File: config.mk
export PLATFORM = sky130hd
export DESIGN_NAME = ata_strobe_gen
export DESIGN_NICKNAME = d
export VERILOG_FILES = /design/src/rtl/ata_strobe_pkg.sv /design/src/rtl/ata_tw_bank.sv /design/src/rtl/ata_tm_decode.sv /design/src/rtl/ata_phase_seq.sv /design/src/rtl/ata_strobe_gen.sv
export SDC_FILE = /design/constraint.sdc
export NUM_CORES = 1
export LEC_CHECK = 0
export BUFFER_PORTS_ARGS = -buffer_cell sky130_fd_sc_hd__buf_2
export CAP_MARGIN = 0
export CORE_MARGIN = 8
export CORE_UTILIZATION = 60
export DETAILED_ROUTE_END_ITERATION = 16
export PLACE_DENSITY_LB_ADDON = 0.2
export REMOVE_ABC_BUFFERS = 1
export SLEW_MARGIN = 20
export SYNTH_ARGS = -nofsm -noshare
export SYNTH_HDL_FRONTEND = slang
export SYNTH_SLANG_ARGS = --single-unit
File: constraint.sdc
create_clock -name clk -period 2.57 [get_ports clk]
set_input_delay 0.1285 -clock clk [delete_from_list [all_inputs] [get_ports clk]]
set_output_delay 0.1285 -clock clk [all_outputs]
set_load 0.03 [all_outputs]
File: src/rtl/ata_strobe_pkg.sv
package ata_strobe_pkg;

   localparam int TW_W   = 32;
   localparam int SET_W  = 3;
   localparam int ACT_W  = 5;
   localparam int REC_W  = 4;

   // field positions inside a timing word
   localparam int D_REC_LSB = 0;
   localparam int D_ACT_LSB = 4;
   localparam int R_REC_LSB = 9;
   localparam int R_ACT_LSB = 13;
   localparam int D_SET_LSB = 22;
   localparam int R_SET_LSB = 25;
   localparam int FLAG_LSB  = 28;
   localparam int FLAG_W    = 4;
   localparam int FIFO_BIT  = 31;

   typedef enum logic [1:0] {
      PH_IDLE   = 2'd0,
      PH_SETUP  = 2'd1,
      PH_ACTIVE = 2'd2,
      PH_RECOV  = 2'd3
   } phase_e;

   typedef struct packed {
      logic [SET_W-1:0] setup;
      logic [ACT_W-1:0] active;
      logic [REC_W-1:0] recov;
   } phase_tm_t;

endpackage

File: src/rtl/ata_tw_bank.sv
module ata_tw_bank
   import ata_strobe_pkg::*;
#(
   parameter int          NUM_WORDS  = 4,
   parameter int          IDX_W      = 2,
   parameter logic [31:0] RESET_WORD = 32'h0
) (
   input  logic              clk,
   input  logic              rst_n,
   input  logic              wr_en,
   input  logic [IDX_W-1:0]  wr_idx,
   input  logic [TW_W-1:0]   wr_word,
   input  logic              wr_dma,
   input  logic [IDX_W-1:0]  rd_idx_a,
   output logic [TW_W-1:0]   rd_word_a,
   input  logic [IDX_W-1:0]  rd_idx_b,
   output logic [FLAG_W-1:0] rd_flags_b
);

   logic [TW_W-1:0] mem [NUM_WORDS];
   logic [TW_W-1:0] wr_val;

   if (NUM_WORDS != (1 << IDX_W)) begin : g_bad_depth
      $error("ata_tw_bank: NUM_WORDS must equal 2**IDX_W");
   end

   // FIFO enable follows the kind of word being loaded
   always_comb begin
      wr_val           = wr_word;
      wr_val[FIFO_BIT] = wr_dma;
   end

   for (genvar g = 0; g < NUM_WORDS; g++) begin : g_entry
      always_ff @(posedge clk or negedge rst_n) begin
         if (!rst_n) begin
            mem[g] <= RESET_WORD;
         end else if (wr_en && (wr_idx == IDX_W'(g))) begin
            mem[g] <= wr_val;
         end
      end

      // an entry changes only when it is the one addressed
      assert_entry_hold_R9: assert property (@(posedge clk) disable iff (!rst_n)
         !(wr_en && (wr_idx == IDX_W'(g))) |=> $stable(mem[g]));
   end

   assign rd_word_a  = mem[rd_idx_a];
   assign rd_flags_b = mem[rd_idx_b][FLAG_LSB +: FLAG_W];

   // stored FIFO enable equals the load kind
   assert_fifo_force_R10: assert property (@(posedge clk) disable iff (!rst_n)
      wr_en |=> (mem[$past(wr_idx)][FIFO_BIT] == $past(wr_dma)));

endmodule

File: src/rtl/ata_tm_decode.sv
module ata_tm_decode
   import ata_strobe_pkg::*;
(
   input  logic [TW_W-1:0] word,
   input  logic            reg_kind,
   output phase_tm_t       tm
);

   always_comb begin
      if (reg_kind) begin
         tm.setup  = word[R_SET_LSB +: SET_W];
         tm.active = word[R_ACT_LSB +: ACT_W];
         tm.recov  = word[R_REC_LSB +: REC_W];
      end else begin
         tm.setup  = word[D_SET_LSB +: SET_W];
         tm.active = word[D_ACT_LSB +: ACT_W];
         tm.recov  = word[D_REC_LSB +: REC_W];
      end
   end

endmodule

File: src/rtl/ata_phase_seq.sv
module ata_phase_seq
   import ata_strobe_pkg::*;
(
   input  logic      clk,
   input  logic      rst_n,
   input  logic      start,
   input  logic      start_wr,
   input  phase_tm_t start_tm,
   output logic      rd_n,
   output logic      wr_n,
   output logic      busy,
   output logic      done
);

   localparam int CNT_W = ACT_W;

   if (CNT_W < SET_W || CNT_W < REC_W) begin : g_bad_cnt
      $error("ata_phase_seq: active field must be the widest");
   end

   phase_e          st_q;
   logic [CNT_W-1:0] cnt_q;
   phase_tm_t       cur_tm_q, pend_tm_q, chain_tm;
   logic            cur_wr_q, pend_wr_q, pend_q, done_q;
   logic            cnt_zero, chain_now, chain_wr;

   assign cnt_zero  = (cnt_q == '0);
   assign chain_now = pend_q || start;
   assign chain_tm  = pend_q ? pend_tm_q : start_tm;
   assign chain_wr  = pend_q ? pend_wr_q : start_wr;

   always_ff @(posedge clk or negedge rst_n) begin
      if (!rst_n) begin
         st_q      <= PH_IDLE;
         cnt_q     <= '0;
         cur_tm_q  <= '0;
         pend_tm_q <= '0;
         cur_wr_q  <= 1'b0;
         pend_wr_q <= 1'b0;
         pend_q    <= 1'b0;
         done_q    <= 1'b0;
      end else begin
         done_q <= 1'b0;
         case (st_q)
            PH_IDLE: begin
               if (start) begin
                  st_q     <= PH_SETUP;
                  cnt_q    <= CNT_W'(start_tm.setup);
                  cur_tm_q <= start_tm;
                  cur_wr_q <= start_wr;
               end
            end
            PH_SETUP: begin
               if (cnt_zero) begin
                  st_q  <= PH_ACTIVE;
                  cnt_q <= CNT_W'(cur_tm_q.active);
               end else begin
                  cnt_q <= cnt_q - CNT_W'(1);
               end
            end
            PH_ACTIVE: begin
               if (cnt_zero) begin
                  st_q  <= PH_RECOV;
                  cnt_q <= CNT_W'(cur_tm_q.recov);
               end else begin
                  cnt_q <= cnt_q - CNT_W'(1);
               end
            end
            PH_RECOV: begin
               if (cnt_zero) begin
                  done_q <= 1'b1;
                  pend_q <= 1'b0;
                  if (chain_now) begin
                     st_q     <= PH_ACTIVE;
                     cnt_q    <= CNT_W'(chain_tm.active);
                     cur_tm_q <= chain_tm;
                     cur_wr_q <= chain_wr;
                  end else begin
                     st_q <= PH_IDLE;
                  end
               end else begin
                  cnt_q <= cnt_q - CNT_W'(1);
                  if (start && !pend_q) begin
                     pend_q    <= 1'b1;
                     pend_tm_q <= start_tm;
                     pend_wr_q <= start_wr;
                  end
               end
            end
            default: st_q <= PH_IDLE;
         endcase
      end
   end

   assign rd_n = !((st_q == PH_ACTIVE) && !cur_wr_q);
   assign wr_n = !((st_q == PH_ACTIVE) &&  cur_wr_q);
   assign busy = (st_q != PH_IDLE);
   assign done = done_q;

   // done never lasts two cycles
   assert_done_single_R5: assert property (@(posedge clk) disable iff (!rst_n)
      done |=> !done);
   // done only follows a recovery phase
   assert_done_after_recov_R5: assert property (@(posedge clk) disable iff (!rst_n)
      done |-> ($past(st_q) == PH_RECOV));
   // setup only ever leads into an active phase
   assert_setup_next_R6: assert property (@(posedge clk) disable iff (!rst_n)
      (st_q == PH_SETUP) |=> (st_q == PH_SETUP || st_q == PH_ACTIVE));
   // a strobe is always released before the other may fall
   assert_rd_then_release_R4: assert property (@(posedge clk) disable iff (!rst_n)
      !rd_n |=> wr_n);
   assert_wr_then_release_R4: assert property (@(posedge clk) disable iff (!rst_n)
      !wr_n |=> rd_n);
   // captured timing does not move during an active phase
   assert_capture_hold_R8: assert property (@(posedge clk) disable iff (!rst_n)
      (st_q == PH_ACTIVE && $past(st_q) == PH_ACTIVE) |-> $stable(cur_tm_q));

endmodule

File: src/rtl/ata_strobe_gen.sv
module ata_strobe_gen
   import ata_strobe_pkg::*;
#(
   parameter int          NUM_CH     = 2,
   parameter int          DEV_PER_CH = 2,
   parameter logic [31:0] RESET_WORD = 32'h0,
   localparam int         NUM_DEV    = NUM_CH * DEV_PER_CH,
   localparam int         IDX_W      = $clog2(NUM_DEV),
   localparam int         CH_W       = $clog2(NUM_CH),
   localparam int         DEV_W      = $clog2(DEV_PER_CH)
) (
   input  logic              clk,
   input  logic              rst_n,
   input  logic              cfg_we,
   input  logic [IDX_W-1:0]  cfg_idx,
   input  logic [TW_W-1:0]   cfg_word,
   input  logic              cfg_dma,
   output logic [FLAG_W-1:0] cfg_flags,
   input  logic              start,
   input  logic [CH_W-1:0]   ch_sel,
   input  logic [DEV_W-1:0]  dev_sel,
   input  logic              acc_reg,
   input  logic              acc_write,
   output logic              rd_n,
   output logic              wr_n,
   output logic              busy,
   output logic              done
);

   if (NUM_CH < 2 || (NUM_CH & (NUM_CH - 1)) != 0) begin : g_bad_ch
      $error("ata_strobe_gen: NUM_CH must be a power of two, at least 2");
   end
   if (DEV_PER_CH < 2 || (DEV_PER_CH & (DEV_PER_CH - 1)) != 0) begin : g_bad_dev
      $error("ata_strobe_gen: DEV_PER_CH must be a power of two, at least 2");
   end

   logic [IDX_W-1:0] acc_idx;
   logic [TW_W-1:0]  acc_word;
   phase_tm_t        acc_tm;

   // word index = device + DEV_PER_CH * channel
   assign acc_idx = IDX_W'(dev_sel) + IDX_W'(ch_sel) * IDX_W'(DEV_PER_CH);

   ata_tw_bank #(
      .NUM_WORDS (NUM_DEV),
      .IDX_W     (IDX_W),
      .RESET_WORD(RESET_WORD)
   ) u_bank (
      .clk       (clk),
      .rst_n     (rst_n),
      .wr_en     (cfg_we),
      .wr_idx    (cfg_idx),
      .wr_word   (cfg_word),
      .wr_dma    (cfg_dma),
      .rd_idx_a  (acc_idx),
      .rd_word_a (acc_word),
      .rd_idx_b  (cfg_idx),
      .rd_flags_b(cfg_flags)
   );

   ata_tm_decode u_dec (
      .word    (acc_word),
      .reg_kind(acc_reg),
      .tm      (acc_tm)
   );

   ata_phase_seq u_seq (
      .clk     (clk),
      .rst_n   (rst_n),
      .start   (start),
      .start_wr(acc_write),
      .start_tm(acc_tm),
      .rd_n    (rd_n),
      .wr_n    (wr_n),
      .busy    (busy),
      .done    (done)
   );

   // strobes idle high whenever the channel is idle
   assert_idle_high_R4: assert property (@(posedge clk) disable iff (!rst_n)
      !busy |=> (!busy -> (rd_n && wr_n)));

endmodule

==> summary.md <==
| Metric | Value |
|---|---|
| Peak VDD IR | 572 uV |
| Row Count | 38 |
| Starting DRT DRC Count | 285 |
| H-tree Lvls | 4 |
| Die Y | 120 microns |
| Skew-Pair Late Insertion Delay | 520 ps |
| Remaining global-route overflow | 0 |
| Vias per inst | 5.83 |
| Status | completed |
| Post-Syn Area per Cell | 14.4 sq um |
| Internal | 5.58 mW |
| Slew Limit Fails | 0 |
| Switching part of the total | 27.0% |
| DRT Pass-1 Iters | 4 |
| Final setup viols | 0 |
| Layout cell share with drive strength beyond 1 | 45.1% |
| Top_reg_cell synth | dfrtp_1 |
| Largest net degree at the start of global routing | 69 |
| Crit Path Class | reg -> reg |
| Gpl congestion | 0.825 |
| Hpwl dp | 8.47 mm |
| Sequential Power Share | 41.1% |
| DIE AREA | 14400 sq um |
| Detailed Route WL | 13.1 mm |
| Starting density of the core | 60.7% |
| Comb pwr share | 23.2% |
| Core Util, Final | 73.5% |
| Tcrit/Tclk final | 82.8% |
| RSZ-0062 raised after global routing | no |
| Synthesized instance count | 452 |
| Inserted Clock Buffers | 17 |
| Number of flops mapped to enable cells by yosys | 0 |
| CP max stage delay | 560 ps |
| Die Wd | 120 microns |
| Fillers | 688 |
| Dpl ws | 451 ps |
| Diodes inserted | 0 |
| CTS max path bufs | 2 |
| Critical Path AT | 2520 ps |
| Worst hold slack | 38.4 ps |
| PD cells | 973 nW/um^2 |
| Via Count | 3992 |
| TritonCTS clock tree | built |
| IO Count | 51 |
| Total track usage | 19.5% |
| Buf/Inv on CP | 2 |
| Lkg Pwr | 3.42 nW |
| Yosys reg bits | 141 |
| Avg WL per Cell | 19.2 microns |
| Initial antenna violation count | 0 |
| Residual DRC count | 0 |
| Crit-path cells | inv_1 > ha_1 > or4b_4 > nor3_1 > a21oi_1 > buf_4 > nand2_1 > o21ai_0 |
| Max Cap Violations | 0 |
| Routed Antenna Nets | 0 |
| CORE AREA | 10700 sq um |
| Worst Setup End Kind | flip-flop |
| NetSw | 2.07 mW |
| Yosys warns | 0 |
| Worst Skew | 7.16 ps |
| Port Buffers | 45 |
| Worst Setup Start Kind | flip-flop |
| Post-layout min period | 2130 ps |
| Synthesized area | 6490 sq um |
| Clock network power share | 35.7% |
| CP delay by family, top | simple AND/OR/NAND/NOR gates |
| Post-CTS Setup Bufs | 0 |
| Slew margin rel. | 55.7% |
| Worst setup margin | 443 ps |
| First-pass GRT wire length | 22.1 mm |
| Nets | 576 |
| Crit path required time | 2960 ps |
| CTS clock-pin slew for the worst setup and hold paths | 60 ps |
| Yosys cell types | 38 |
| Hold/Removal Path Class | in -> reg |
| Hold-fix buffers, CTS | 30 |
| Worst path slowest cell | or4b_4 |
| Max Clk Rate | 470 MHz |
| Post-synthesis sequential area ratio | 54.4% |
| Final hold vios | 0 |
| Crit-path max FO | 14 |
| Synthesis-to-finish area growth | 21.1% |
| Post-CTS Resized | 0 |
| Number of global-route vias before repair | 4326 |
| Slew @ Worst Pin | 662 ps |
| Post-synth ARST share | 100% |
| Root Buffer | clkbuf_8 |
| Sinks on the clock net | 141 |
## per-stage QoR
step	area [sq um]	TNS [ps]	std cells	power [mW]
3_3_place_gp	6890	0	623	4.80
6_report	7860	0	685	7.65
2_1_floorplan	6330	-6430	423	4.37
4_1_cts	7860	0	685	7.70
5_1_grt	7860	0	685	8.05
3_5_place_dp	6890	0	623	4.90
## registers in the layout, indices dropped and copies added (netlist names)
signal / cells
u_bank.mem: 112
u_seq.cnt_q: 5
u_seq.cur_tm_q: 9
u_seq.cur_wr_q: 1
u_seq.done: 1
u_seq.pend_q: 1
u_seq.pend_tm_q: 9
u_seq.pend_wr_q: 1
u_seq.st_q: 2
## final timing paths
kind                                endpoint  depth (start not counted)  slack, ps               from
setup / recovery           u_seq.cur_tm_q[1]                          8        440     u_seq.cnt_q[0]
hold / removal                 u_seq.st_q[1]                          3         40              start
setup reg to reg           u_seq.cur_tm_q[1]                          8        440     u_seq.cnt_q[0]
hold reg to reg            u_seq.cur_tm_q[8]                          2        480  u_seq.cur_tm_q[8]
max in group asynchronous     u_bank.mem[63]                          3       1570              rst_n
min in group asynchronous     u_seq.cur_wr_q                          2        150              rst_n
## power groups by stage
stage | combinational, mW | clock, mW | sequential, mW
floorplan | 1.31 | 0 | 3.05
global placement | 1.68 | 0 | 3.13
detailed placement | 1.73 | 0 | 3.17
CTS | 1.79 | 2.77 | 3.14
global route | 1.96 | 2.87 | 3.22
finish | 1.77 | 2.73 | 3.14
## layout make-up
type | count | area (sq um) | area share (%)
multi-input combinational | 276 | 2780 | 35.4
sequential | 141 | 3530 | 44.9
timing repair buffer | 90 | 682 | 8.67
clock buffer | 21 | 459 | 5.84
tap | 140 | 175 | 2.23
clock inverter | 11 | 211 | 2.69
inverter | 6 | 22.5 | 0.286
## Yosys cell counts, drive strengths merged (2+ instances only)
library cell | instances | area [sq um]
clkbuf | 8 | 30.0
nand3 | 3 | 15.0
nor2 | 15 | 56.3
a21oi | 15 | 75.1
inv | 6 | 22.5
mux2i | 19 | 190
a31oi | 3 | 18.8
o21ai | 19 | 95.1
nor3 | 5 | 25.0
mux2 | 126 | 1430
nand3b | 3 | 22.5
and3 | 4 | 30.0
nor2b | 2 | 12.5
dfrtp | 141 | 3530
buf | 21 | 130
mux4 | 26 | 586
a211o | 2 | 17.5
a211oi | 3 | 22.5
xnor2 | 2 | 17.5
nand2 | 18 | 67.6
## worst min-delay path, cell delays in order
cell and delay, ps:
buf_2 150, nor3_1 90, a21oi_1 140
## cells in the final DEF (no fill, tap or decap), types with 2 or more instances in the layout
cell           instances
xnor2_1                2
a21oi_1               15
o21ai_0               18
buf_4                 12
dfrtp_1              141
a31oi_1                3
clkbuf_8               4
bufinv_16              6
nor2b_1                2
buf_2                 44
and3_1                 3
clkbuf_16             16
clkinv_2               3
nor2_1                15
mux4_2                26
nand2_1               18
nand3_1                3
dlygate4sd3_1         30
mux2i_1               19
a211oi_1               3
inv_1                  6
nor3_1                 5
buf_12                 3
nand3b_1               3
a211o_1                2
mux2_4                 3
mux2_2               123
## routing by layer
| metal | GRT usage (%) | up-vias | routed length [microns] |
|---|---|---|---|
| li1 | - | 1829 | - |
| met1 | 25.5 | 2084 | 5870 |
| met2 | 31.6 | 67 | 6740 |
| met3 | 4.51 | 12 | 407 |
| met4 | 6.40 | 0 | 125 |
| met5 | 0 | - | 0 |
## cells by family (layout without fill, tap and decap cells)
kind of cell / count (synthesis) / count (layout) / share of synthesized area, %
AOI/OAI and AO/OA: 48 / 48 / 4.28
xor gates and xnor gates: 2 / 2 / 0.270
adders and majority gates: 1 / 1 / 0.193
buffers and inverters: 35 / 128 / 2.81
DFF: 141 / 141 / 54.4
muxes: 171 / 171 / 34.0
and+or+nand+nor: 54 / 54 / 4.09
Note: power is estimated with default switching activity, not from simulation.
